### src/rtl/bp_pkg.sv
package bp_pkg;

   // One saturating step of a direction counter whose ceiling is top.
   function automatic int unsigned ctr_step(input int unsigned cur,
                                            input logic inc,
                                            input int unsigned top);
      if (inc)
         return (cur >= top) ? top : cur + 1;
      else
         return (cur == 0) ? 0 : cur - 1;
   endfunction

endpackage

### src/rtl/bp_ghist.sv
module bp_ghist #(
   parameter int HIST_BITS = 2,
   localparam int HIST_W   = (HIST_BITS > 0) ? HIST_BITS : 1
) (
   input  logic              clk,
   input  logic              rst_n,
   input  logic              sh_en,
   input  logic              sh_taken,
   output logic [HIST_W-1:0] hist
);

   generate
      if (HIST_BITS == 0) begin : g_none
         assign hist = '0;
      end else if (HIST_BITS == 1) begin : g_one
         logic hist_q;
         always_ff @(posedge clk or negedge rst_n) begin
            if (!rst_n)     hist_q <= 1'b0;
            else if (sh_en) hist_q <= sh_taken;
         end
         assign hist = hist_q;

         p_shift_in_r6: assert property (@(posedge clk) disable iff (!rst_n)
            sh_en |=> (hist[0] == $past(sh_taken)));
         p_hold_r6: assert property (@(posedge clk) disable iff (!rst_n)
            !sh_en |=> $stable(hist));
      end else begin : g_multi
         logic [HIST_BITS-1:0] hist_q;
         always_ff @(posedge clk or negedge rst_n) begin
            if (!rst_n)     hist_q <= '0;
            else if (sh_en) hist_q <= {hist_q[HIST_BITS-2:0], sh_taken};
         end
         assign hist = hist_q;

         p_shift_in_r6: assert property (@(posedge clk) disable iff (!rst_n)
            sh_en |=> (hist[0] == $past(sh_taken)));
         p_age_r6: assert property (@(posedge clk) disable iff (!rst_n)
            sh_en |=> (hist[HIST_BITS-1:1] == $past(hist[HIST_BITS-2:0])));
         p_hold_r6: assert property (@(posedge clk) disable iff (!rst_n)
            !sh_en |=> $stable(hist));
      end
   endgenerate

endmodule

### src/rtl/bp_index.sv
module bp_index #(
   parameter int ADDR_BITS = 4,
   parameter int HIST_BITS = 2,
   localparam int HIST_W   = (HIST_BITS > 0) ? HIST_BITS : 1,
   localparam int IDX_W    = ADDR_BITS + HIST_BITS
) (
   input  logic [ADDR_BITS-1:0] addr_field,
   input  logic [HIST_W-1:0]    hist,
   output logic [IDX_W-1:0]     idx
);

   generate
      if (HIST_BITS == 0) begin : g_addr_only
         assign idx = addr_field;
      end else begin : g_joined
         assign idx = {addr_field, hist[HIST_BITS-1:0]};
      end
   endgenerate

endmodule

### src/rtl/bp_ctr_table.sv
module bp_ctr_table
   import bp_pkg::*;
#(
   parameter int IDX_W    = 6,
   parameter int CTR_BITS = 2,
   localparam int DEPTH   = 1 << IDX_W,
   localparam int CTR_MAX = (1 << CTR_BITS) - 1,
   localparam int CTR_INI = 1 << (CTR_BITS - 1)
) (
   input  logic                clk,
   input  logic                rst_n,
   input  logic [IDX_W-1:0]    rd_idx,
   output logic [CTR_BITS-1:0] rd_ctr,
   input  logic                wr_en,
   input  logic [IDX_W-1:0]    wr_idx,
   input  logic                wr_taken
);

   logic [DEPTH*CTR_BITS-1:0] tbl_flat;
   logic [CTR_BITS-1:0]       wr_cur;
   logic [CTR_BITS-1:0]       wr_nxt;

   assign wr_cur = tbl_flat[wr_idx*CTR_BITS +: CTR_BITS];
   assign wr_nxt = CTR_BITS'(ctr_step(int'(wr_cur), wr_taken, CTR_MAX));
   assign rd_ctr = tbl_flat[rd_idx*CTR_BITS +: CTR_BITS];

   for (genvar e = 0; e < DEPTH; e++) begin : g_slot
      logic [CTR_BITS-1:0] ctr_q;
      always_ff @(posedge clk or negedge rst_n) begin
         if (!rst_n)
            ctr_q <= CTR_BITS'(CTR_INI);
         else if (wr_en && (wr_idx == IDX_W'(e)))
            ctr_q <= wr_nxt;
      end
      assign tbl_flat[e*CTR_BITS +: CTR_BITS] = ctr_q;
   end

   p_inc_sat_r3: assert property (@(posedge clk) disable iff (!rst_n)
      (wr_en && wr_taken) |=>
         (int'(tbl_flat[$past(wr_idx)*CTR_BITS +: CTR_BITS]) ==
          ((int'($past(wr_cur)) == CTR_MAX) ? CTR_MAX : int'($past(wr_cur)) + 1)));

   p_dec_sat_r4: assert property (@(posedge clk) disable iff (!rst_n)
      (wr_en && !wr_taken) |=>
         (int'(tbl_flat[$past(wr_idx)*CTR_BITS +: CTR_BITS]) ==
          ((int'($past(wr_cur)) == 0) ? 0 : int'($past(wr_cur)) - 1)));

endmodule

### src/rtl/corr_bpred.sv
module corr_bpred #(
   parameter int PC_W      = 32,
   parameter int PC_LSB    = 2,
   parameter int ADDR_BITS = 4,
   parameter int HIST_BITS = 2,
   parameter int CTR_BITS  = 2,
   localparam int HIST_W   = (HIST_BITS > 0) ? HIST_BITS : 1,
   localparam int IDX_W    = ADDR_BITS + HIST_BITS
) (
   input  logic              clk,
   input  logic              rst_n,
   input  logic [PC_W-1:0]   lk_pc,
   output logic              lk_taken,
   output logic [HIST_W-1:0] lk_hist,
   input  logic              up_valid,
   input  logic [PC_W-1:0]   up_pc,
   input  logic              up_taken,
   input  logic [HIST_W-1:0] up_hist
);

   generate
      if (CTR_BITS < 1 || CTR_BITS > 8) begin : g_bad_ctr
         $error("corr_bpred: CTR_BITS must lie in 1..8");
      end
      if (HIST_BITS < 0 || ADDR_BITS < 1 || IDX_W > 12) begin : g_bad_idx
         $error("corr_bpred: index must be 1..12 bits");
      end
      if (PC_LSB + ADDR_BITS > PC_W) begin : g_bad_pc
         $error("corr_bpred: address field exceeds PC width");
      end
   endgenerate

   logic [IDX_W-1:0]    lk_idx;
   logic [IDX_W-1:0]    up_idx;
   logic [CTR_BITS-1:0] lk_ctr;

   bp_ghist #(.HIST_BITS(HIST_BITS)) u_hist (
      .clk      (clk),
      .rst_n    (rst_n),
      .sh_en    (up_valid),
      .sh_taken (up_taken),
      .hist     (lk_hist)
   );

   bp_index #(.ADDR_BITS(ADDR_BITS), .HIST_BITS(HIST_BITS)) u_lk_idx (
      .addr_field (lk_pc[PC_LSB +: ADDR_BITS]),
      .hist       (lk_hist),
      .idx        (lk_idx)
   );

   bp_index #(.ADDR_BITS(ADDR_BITS), .HIST_BITS(HIST_BITS)) u_up_idx (
      .addr_field (up_pc[PC_LSB +: ADDR_BITS]),
      .hist       (up_hist),
      .idx        (up_idx)
   );

   bp_ctr_table #(.IDX_W(IDX_W), .CTR_BITS(CTR_BITS)) u_tbl (
      .clk      (clk),
      .rst_n    (rst_n),
      .rd_idx   (lk_idx),
      .rd_ctr   (lk_ctr),
      .wr_en    (up_valid),
      .wr_idx   (up_idx),
      .wr_taken (up_taken)
   );

   assign lk_taken = lk_ctr[CTR_BITS-1];

endmodule

### config.mk
export PLATFORM = sky130hd
export DESIGN_NAME = corr_bpred
export DESIGN_NICKNAME = d
export VERILOG_FILES = /design/src/rtl/bp_pkg.sv /design/src/rtl/bp_ghist.sv /design/src/rtl/bp_index.sv /design/src/rtl/bp_ctr_table.sv /design/src/rtl/corr_bpred.sv
export SDC_FILE = /design/constraint.sdc
export NUM_CORES = 1
export LEC_CHECK = 0
export ABC_AREA = 1
export BUFFER_PORTS_ARGS = -buffer_cell sky130_fd_sc_hd__clkbuf_2
export CAP_MARGIN = 20
export CORE_MARGIN = 2
export CORE_UTILIZATION = 52
export CTS_BUF_LIST = sky130_fd_sc_hd__clkbuf_8 sky130_fd_sc_hd__clkbuf_16
export CTS_CLUSTER_SIZE = 12
export DETAILED_ROUTE_END_ITERATION = 10
export HOLD_SLACK_MARGIN = 0.15
export PLACE_DENSITY = 0.78
export RECOVER_POWER = 25
export SYNTH_ARGS = -nofsm -noshare
export SYNTH_HDL_FRONTEND = slang
export SYNTH_SLANG_ARGS = --single-unit
### constraint.sdc
create_clock -name clk -period 5.46 [get_ports clk]
set_clock_uncertainty 0.1 [all_clocks]
set_input_delay 0 -clock clk [delete_from_list [all_inputs] [get_ports clk]]
set_output_delay 0 -clock clk [all_outputs]
set_load 0.01 [all_outputs]
==> results.cfg <==
[place]
placed_cell_area_mm2 = 0.007736
dp_slack_ns = 1.716
port_buffers = 16
hpwl_mm = 14.12
gp_routability_congestion = 0.9915
placed_cells = 1332

[job]
cap_violations = 1

[outcome]
outcome = finished, violations left
violations = capacitance limit, slew limit

[logic_synthesis]
synthesis.area_mm2 = 0.007577
synth_ff_type = dfrtp_1
yosysWarnings = 0
synth_edf_count = 0
synthCells = 1171
synth_seq_cells = 130
ys_async_sr_fraction_pct = 100.0
ys_seq_area_share_pct = 43.99
netlist.area_leader.share_pct = 28.93
synth_cell_types = 25
syn_area_per_cell_um2 = 6.471
yosysMostFrequentCell = nand2_1
synthTopCellsByArea = nand2_1 29%, dfstp_2 22%, dfrtp_1 22%
synthTopCellsByCount = 584 x nand2_1, 123 x nor2_1, 102 x inv_1, 73 x nand3_1, 66 x dfrtp_1
syn_nets = 1241
synth_top_area_cell = nand2_1

[detailed_routing]
drt_pre_antenna_iters = 6
routed_wl_mm = 23.17
drt-initial-drc-count = 1010
drc = 0
antenna_left = 0
num_vias = 7691
wire_per_inst_um = 16.89
via_per_inst = 5.606

[critical_path]
r2r_setup_slack_ns = 2.65
critPathLaunchType = input pin
reg2regPathDepth = 15
crit_fanout = 53
timing.rr.end = u_tbl.g_slot[33].ctr_q[0]$_DFFE_PN0P_
cp_data_required_time_ns = 5.87
arrival_ns = 4.36
worst_r2r_startpoint = u_tbl.g_slot[23].ctr_q[1]$_DFFE_PN1P_
worst_setup_path_end_kind = async pin
critical_path_class = input pin to async pin

[power_and_ir_drop]
switching_share_pct = 28.85
cellPowerDensity_mw_per_mm2 = 307.2
power.switching_uw = 742.6
p_clk_share_pct = 42.6
leakagePower_uw = 0.004163
p_int_uw = 1831
power.share.combinational_pct = 14.3
power_frac_seq_pct = 43.0
peakVddDrop_uv = 237.8

[timing]
worst_pin_slew_ns = 3.006
fin_ws_ns = 1.514
slew_viol_final = 54
setup_tns_ns = 0
max_freq_ghz = 0.2534
rsz0062_at_grt = false
finalCriticalPeriod_ns = 3.946
period_share_pct = 72.27
setup_violations = 0
hold_viol_final = 0
relSlewSlack_pct = -100.4

[grt]
antenna_found_initial = 0
grt.overflow.total = 0
grt_max_degree = 69
grt_first_pass_wirelength_mm = 36.98
grt_pass1_vias = 7149
track_usage_pct = 30.35

[layout]
fin_area_mm2 = 0.008377
drive_gt1_share_pct = 10.27
synthToLayoutAreaGrowth_pct = 10.55
seq_area_mm2 = 0.003333
antenna_cells = 0
num-fill-cells = 1303
multi_input_area_mm2 = 0.003612
final_cells = 1372
nNetsFinal = 1245

[floorplan]
die_y_um = 124.7
die-area_mm2 = 0.01555
coreArea_mm2 = 0.01437
pin_count = 73
initial_utilization_pct = 52.73
placementRows = 44
die_w_um = 124.7

[min_path]
hold_depth = 7
min_path_type = input pin to flip-flop
hold_path_end = u_tbl.g_slot[45].ctr_q[1]$_DFFE_PN1P_
holdCritStartpoint = up_pc[2]

[clock_network]
insertion_delay_ns = 0.43
htreeDepth = 4
cts-resized-gates = 0
clk_pin_slew_ns = 0.05
clkSinkCount = 130
cts_buffers = 17
tritoncts = done
clock-root-buffer = clkbuf_16
clock_path_buffers = 2
[power by group through the flow]
stage / clock network, uW / registers, uW / logic, uW
finish: 1100 / 1110 / 369
floorplan: 0 / 1100 / 241
CTS: 1100 / 1110 / 362
global placement: 0 / 1120 / 346
detailed placement: 0 / 1120 / 355
global route: 1140 / 1120 / 404
[final cells by class]
class,instances,share of cell area [%]
flip-flops and latches,130,39.79
inverters,108,4.839
clock buffers,22,5.900
repair buffers,32,2.748
multi-input cells,886,43.12
well taps,184,2.748
clock inverters,10,0.8514
[worst max-delay path: stages]
cell and delay (ns):
dlygate4sd3_1 0.52, dlygate4sd3_1 0.54, clkbuf_1 2.11, dlygate4sd3_1 1.17
[routing by layer]
layer | part of all wire, % | vias to the layer above | global-route usage [%]
met5 | 0 | - | 0
met4 | 3.2 | 0 | 13.75
met3 | 11 | 70 | 8.763
met2 | 44 | 460 | 45.07
met1 | 41 | 3554 | 41.22
li1 | - | 3607 | -
[state kept, by name (all words and copies together), names as in the netlist]
signal              count
u_tbl.g_slot.ctr_q    128
u_hist.hist             2
[logic make-up (layout without fill, tap and decap cells)]
logic type | count (synthesis) | in the layout | share of synthesized area [%]
simple gates | 808 | 808 | 41.91
flops | 130 | 130 | 43.99
buf+inv | 155 | 172 | 8.405
compound gates | 78 | 78 | 5.697
[cell usage in the layout, fill, tap and decap left out, drive strengths merged]
| cell type | instances |
|---|---|
| dfrtp | 66 |
| nor3 | 15 |
| o221ai | 2 |
| nor2 | 125 |
| o211ai | 1 |
| o21bai | 3 |
| clkbuf | 38 |
| o22ai | 15 |
| clkinv | 6 |
| a211oi | 1 |
| o31ai | 1 |
| dlygate4sd3 | 8 |
| a21oi | 7 |
| bufinv | 1 |
| nand2 | 587 |
| o21ai | 48 |
| nand4 | 8 |
| clkinvlp | 1 |
| nand3 | 73 |
| buf | 8 |
| dfstp | 64 |
| inv | 110 |
[how the worst max path moves through the flow]
stage	startpoint	endpoint	slack, ns	cells after the start
6_report	rst_n	u_tbl.g_slot[17].ctr_q[0]$_DFFE_PN0P_	1.51	4
5_1_grt	rst_n	u_tbl.g_slot[17].ctr_q[0]$_DFFE_PN0P_	0.88	4
4_1_cts	u_hist.hist[0]$_DFFE_PN0P_	lk_taken	2.09	11
3_5_place_dp	up_hist[1]	u_tbl.g_slot[34].ctr_q[0]$_DFFE_PN0P_	1.72	17
3_3_place_gp	up_hist[1]	u_tbl.g_slot[36].ctr_q[0]$_DFFE_PN0P_	1.75	17
2_1_floorplan	u_tbl.g_slot[30].ctr_q[1]$_DFFE_PN1P_	u_tbl.g_slot[24].ctr_q[1]$_DFFE_PN1P_	3.69	15
[through the flow]
step / hold slack (ns) / power, uW / utilization, %
floorplan: -0.3956 / 1343 / -
global placement: 0.04838 / 1463 / 53.84
detailed placement: 0.04945 / 1473 / 53.84
CTS: 0.2111 / 2570 / 58.33
global route: 0.2949 / 2664 / 58.30
finish: 0.2480 / 2574 / 58.30
[repair_timing]
item	CTS	global route
setup buffers	0	0
hold buffers	8	0
hold endpoints to repair	80	0
No activity file was read; power rests on OpenSTA's default activity.
